## config.mk

```make
export PLATFORM = sky130hd
export DESIGN_NAME = ser_match_aligner
export DESIGN_NICKNAME = d
export VERILOG_FILES = /design/src/rtl/ser_match_aligner.sv
export SDC_FILE = /design/constraint.sdc
export NUM_CORES = 1
export LEC_CHECK = 0
export BUFFER_PORTS_ARGS = -buffer_cell sky130_fd_sc_hd__buf_2
export CAP_MARGIN = 20
export CORE_MARGIN = 3
export CORE_UTILIZATION = 29
export CTS_BUF_LIST = sky130_fd_sc_hd__clkbuf_16
export CTS_CLUSTER_DIAMETER = 120
export CTS_CLUSTER_SIZE = 10
export DETAILED_ROUTE_END_ITERATION = 7
export PLACE_DENSITY = 0.57
export SYNTH_ARGS = -nofsm -noshare
export SYNTH_HDL_FRONTEND = slang
export SYNTH_SLANG_ARGS = --single-unit
```

## constraint.sdc

```tcl
create_clock -name clk -period 4.9 [get_ports clk]
set_clock_uncertainty 0.2 [all_clocks]
set_input_delay 0.735 -clock clk [delete_from_list [all_inputs] [get_ports clk]]
set_output_delay 0.735 -clock clk [all_outputs]
set_load 0.05 [all_outputs]
```

## src/rtl/ser_match_aligner.sv

```systemverilog
module ser_match_aligner #(
  parameter int DW = 8,
  parameter logic [DW-1:0] IDLE_INIT = '1
) (
  input  logic          clk,
  input  logic          rst_n,
  input  logic          rx_en,
  input  logic          rx_bit_vld,
  input  logic          rx_bit,
  input  logic          match_mode,
  input  logic          octet_only,
  input  logic [DW-1:0] match_char,
  output logic [DW-1:0] rx_byte,
  output logic          rx_byte_vld,
  output logic          match_seen,
  output logic [$clog2(DW)-1:0] match_offset,
  input  logic          idle_wr,
  input  logic [DW-1:0] idle_wdata,
  input  logic          tx_fifo_empty,
  input  logic [DW-1:0] tx_fifo_data,
  output logic [DW-1:0] tx_byte
);
  localparam int OW = $clog2(DW);
  localparam logic [OW-1:0] LAST = OW'(DW - 1);

  logic [DW-1:0] win_q, idle_q;
  logic [OW-1:0] pos_q, run_q;
  logic          full_q, lock_q;

  wire [DW-1:0] win_d    = {win_q[DW-2:0], rx_bit};
  wire          at_edge  = pos_q == LAST;
  wire          full_now = full_q | at_edge;
  wire          char_hit = full_now && (win_d == match_char) && (!octet_only || at_edge);
  wire          hit      = !lock_q && (match_mode ? char_hit : at_edge);
  wire          emit_run = lock_q && (run_q == LAST);

  always_ff @(posedge clk) begin
    if (!rst_n) begin
      win_q        <= '0;
      pos_q        <= '0;
      run_q        <= '0;
      full_q       <= 1'b0;
      lock_q       <= 1'b0;
      rx_byte      <= '0;
      rx_byte_vld  <= 1'b0;
      match_seen   <= 1'b0;
      match_offset <= '0;
    end else begin
      rx_byte_vld <= 1'b0;
      if (!rx_en) begin
        win_q        <= '0;
        pos_q        <= '0;
        run_q        <= '0;
        full_q       <= 1'b0;
        lock_q       <= 1'b0;
        match_seen   <= 1'b0;
        match_offset <= '0;
      end else if (rx_bit_vld) begin
        win_q <= win_d;
        pos_q <= pos_q + 1'b1;
        if (at_edge) full_q <= 1'b1;
        if (hit) begin
          lock_q       <= 1'b1;
          run_q        <= '0;
          match_seen   <= 1'b1;
          match_offset <= pos_q;
          rx_byte      <= win_d;
          rx_byte_vld  <= 1'b1;
        end else if (lock_q) begin
          run_q <= run_q + 1'b1;
          if (emit_run) begin
            rx_byte     <= win_d;
            rx_byte_vld <= 1'b1;
          end
        end
      end
    end
  end

  always_ff @(posedge clk) begin
    if (!rst_n)       idle_q <= IDLE_INIT;
    else if (idle_wr) idle_q <= idle_wdata;
  end

  assign tx_byte = !tx_fifo_empty ? tx_fifo_data :
                   match_mode     ? idle_q       : '1;
endmodule

```

==> out/metrics.cfg <==
[cts]
cts-resized-gates = 0
post_cts.repair.setup_buffers = 0
cts_hold_buf = 0
cts_made_buffers = 5
cts_root_buf = clkbuf_16
clock-sinks = 35
clk_latency_ps = 270
clockBufferDepth = 2
clk_pin_slew_ps = 50
cts_tree = yes
htreeDepth = 2

[floorplanning]
die_w_um = 80.1
dieArea_mm2 = 0.00642
core_mm2 = 0.00520
rows = 26
die_h_um = 80.1
initial_core_util = 0.306
num_io_pins = 54

[route]
ant_nets = 0
drtIter0Drc = 46
wl_per_cell_um = 11.6
drt-vias-per-instance = 4.48
dr.pass1.iters = 4
drc = 0
vias = 1348
wl_um = 3510

[sta]
worst_slack_ps = 2470
finalSetupTns_ps = 0
fin_crit_ps = 2430
final-setup-viol-count = 0
slew_headroom = 0.602
grt_setup_unrepaired = no
fin_crit_sh = 0.496
clock.fmax_mhz = 411
hold_viol_final = 0
slew_viol_final = 0
worstMarginPinSlew_ps = 596

[power]
power_frac_seq = 0.449
clkPwrFrac = 0.443
pwr_density_cell_mw_per_mm2 = 320
netSwitchingFraction = 0.238
intPower_w = 0.000497
combinationalPowerShare = 0.108
ir_worst_vdd_mv = 0.132
power.total_w = 0.000652
switchingPower_w = 0.000155
p_leak_nw = 0.952

[grt]
grt.total_usage = 0.118
grt_pass1_wl_um = 5880
antenna_found_initial = 0
grt_max_degree = 28
first_global_vias = 1252
grt_overflow = 0

[setup_path]
cp-end-kind = primary output
r2r_slack_ps = 2790
cp.arrival_ps = 1500
crit_type = input port to primary output
r2r-start = win_q[4]$_SDFFE_PN0P_
rr_endpoint = rx_byte[3]$_SDFFE_PN0P_
worst_setup_path_start_kind = input port
worstPathMaxFanout = 16
rr_worst_depth = 6
crit_required_ps = 3960

[finish]
n_antenna_cell = 0
syn_to_final_growth_pct = 27.8
drive_gt1_frac = 0.273
multi_input_area_um2 = 808
nets = 267
seq_area_um2 = 701
fillerInstances = 542

[logic_synthesis]
yosys.area_share.simple = 0.181
synth_seq_cells = 35
synth_area_mm2 = 0.00159
synthMuxAreaShare = 0.119
yosys.area_share.xor_xnor = 0.0495
synth_top_family_by_area = simple AND/OR/NAND/NOR gates
synth_flop_cell = dfxtp_1
synth_edf_count = 0
async_reset_ff_frac = 0
ys_warn_count = 0
synthAdderAreaFrac = 0.0314
synth-compound-area-share = 0.126
synth_cell_types = 28
synth_nets = 218
synth_area_per_cell_um2 = 8.80
yosysSeqAreaShare = 0.440
synthCells = 181

[place]
dpl.hpwl_um = 2490
place_ws_ps = 2300
portBuffers = 53
place.gp.congestion = 0.703

[worst_hold_path]
worst_hold_path_type = register to register
hold_end = rx_byte[2]$_SDFFE_PN0P_
hp-start = rx_byte[2]$_SDFFE_PN0P_
hold_depth = 2

[status]
status = finished clean

[run]
drv_cap = 0

==> sequential cells by signal, summed over array words and instances, names as in the netlist <==
name	cells
rx_byte	8
win_q	7
rx_byte_vld	1
pos_q	3
lock_q	1
match_offset	3
idle_q	8
run_q	3
full_q	1
==> cell families (layout without fill, tap and decap cells) <==
group	after synthesis	count (layout)
mux	19	19
fa+ha+maj	4	4
xor+xnor	9	9
flops	35	35
simple gates	63	63
compound gates	31	31
buf+inv	20	70
==> worst max-delay path, cell delays in order <==
cell and delay [ps]:
buf_2 240, nor2_1 80, a31oi_1 150, buf_2 290
==> how the worst max path moves through the flow <==
stage	from	end	slack (ps)	cells after the start
finish	tx_fifo_empty	tx_byte[0]	2470	4
global route	tx_fifo_empty	tx_byte[0]	2370	4
CTS	tx_fifo_empty	tx_byte[0]	2460	4
detailed placement	match_char[5]	rx_byte[6]$_SDFFE_PN0P_	2300	7
global placement	match_char[5]	rx_byte[0]$_SDFFE_PN0P_	1970	6
floorplan	tx_fifo_empty	tx_byte[0]	1850	4
==> cells in the mapped netlist, types with 2 or more instances <==
| master | n | share of area |
|---|---|---|
| clkbuf_1 | 10 | 0.024 |
| o211ai_1 | 8 | 0.038 |
| inv_1 | 8 | 0.019 |
| nand3_1 | 5 | 0.016 |
| nor2_1 | 21 | 0.049 |
| mux2i_1 | 19 | 0.12 |
| and2_1 | 2 | 0.0079 |
| xor2_1 | 8 | 0.044 |
| ha_1 | 4 | 0.031 |
| o21ai_0 | 5 | 0.016 |
| nand2_1 | 27 | 0.064 |
| a21oi_1 | 5 | 0.016 |
| a31oi_1 | 9 | 0.035 |
| nor3_1 | 2 | 0.0063 |
| dfxtp_1 | 35 | 0.44 |
==> placed cells by master, fill, tap and decap left out <==
| master | instances |
|---|---|
| a21oi_1 | 5 |
| buf_2 | 53 |
| clkbuf_16 | 5 |
| xor2_1 | 8 |
| inv_1 | 9 |
| o21a_1 | 1 |
| nor3_1 | 2 |
| o211ai_1 | 8 |
| buf_4 | 1 |
| nand3_1 | 5 |
| a21boi_0 | 1 |
| dfxtp_1 | 35 |
| and3b_1 | 1 |
| and2_1 | 2 |
| nor2_1 | 21 |
| a21bo_2 | 1 |
| a31oi_1 | 9 |
| nand2b_1 | 1 |
| nand2_1 | 27 |
| ha_1 | 4 |
| or3_1 | 1 |
| nor4_4 | 1 |
| or2_2 | 1 |
| clkinv_1 | 2 |
| mux2i_1 | 19 |
| o21ai_0 | 5 |
| nor4_2 | 1 |
| xnor2_1 | 1 |
| o2111ai_1 | 1 |
==> layout make-up <==
cell class,instances,area share
clock inverter,3,0.00553
clock buffer,5,0.0615
tap,70,0.0430
sequential,35,0.344
multi-input combinational,126,0.397
timing repair buffer,54,0.134
inverter,8,0.0148
==> power groups by stage <==
stage | logic, W | registers [W] | clock network, W
5_1_grt | 0.0000774 | 0.000293 | 0.000313
2_1_floorplan | 0.0000489 | 0.000298 | 0
3_5_place_dp | 0.0000707 | 0.000298 | 0
3_3_place_gp | 0.0000709 | 0.000298 | 0
6_report | 0.0000704 | 0.000292 | 0.000289
4_1_cts | 0.0000710 | 0.000292 | 0.000299
==> per-layer routing <==
metal,vias up,GRT usage,share of wire
li1,711,-,-
met1,587,0.156,0.47
met2,46,0.180,0.44
met3,4,0.0291,0.079
met4,0,0.0507,0.0083
met5,-,0,0
==> through the flow <==
stage / area, µm² / hold WS [ps] / cells / util
after CTS: 2040 / 259 / 301 / 0.391
final: 2040 / 254 / 301 / 0.391
after global placement: 1890 / 243 / 292 / 0.363
after detailed placement: 1900 / 251 / 293 / 0.365
after global routing: 2040 / 279 / 301 / 0.391
after floorplan: 1590 / 230 / 181 / -
Note: power is estimated with default switching activity, not from simulation.
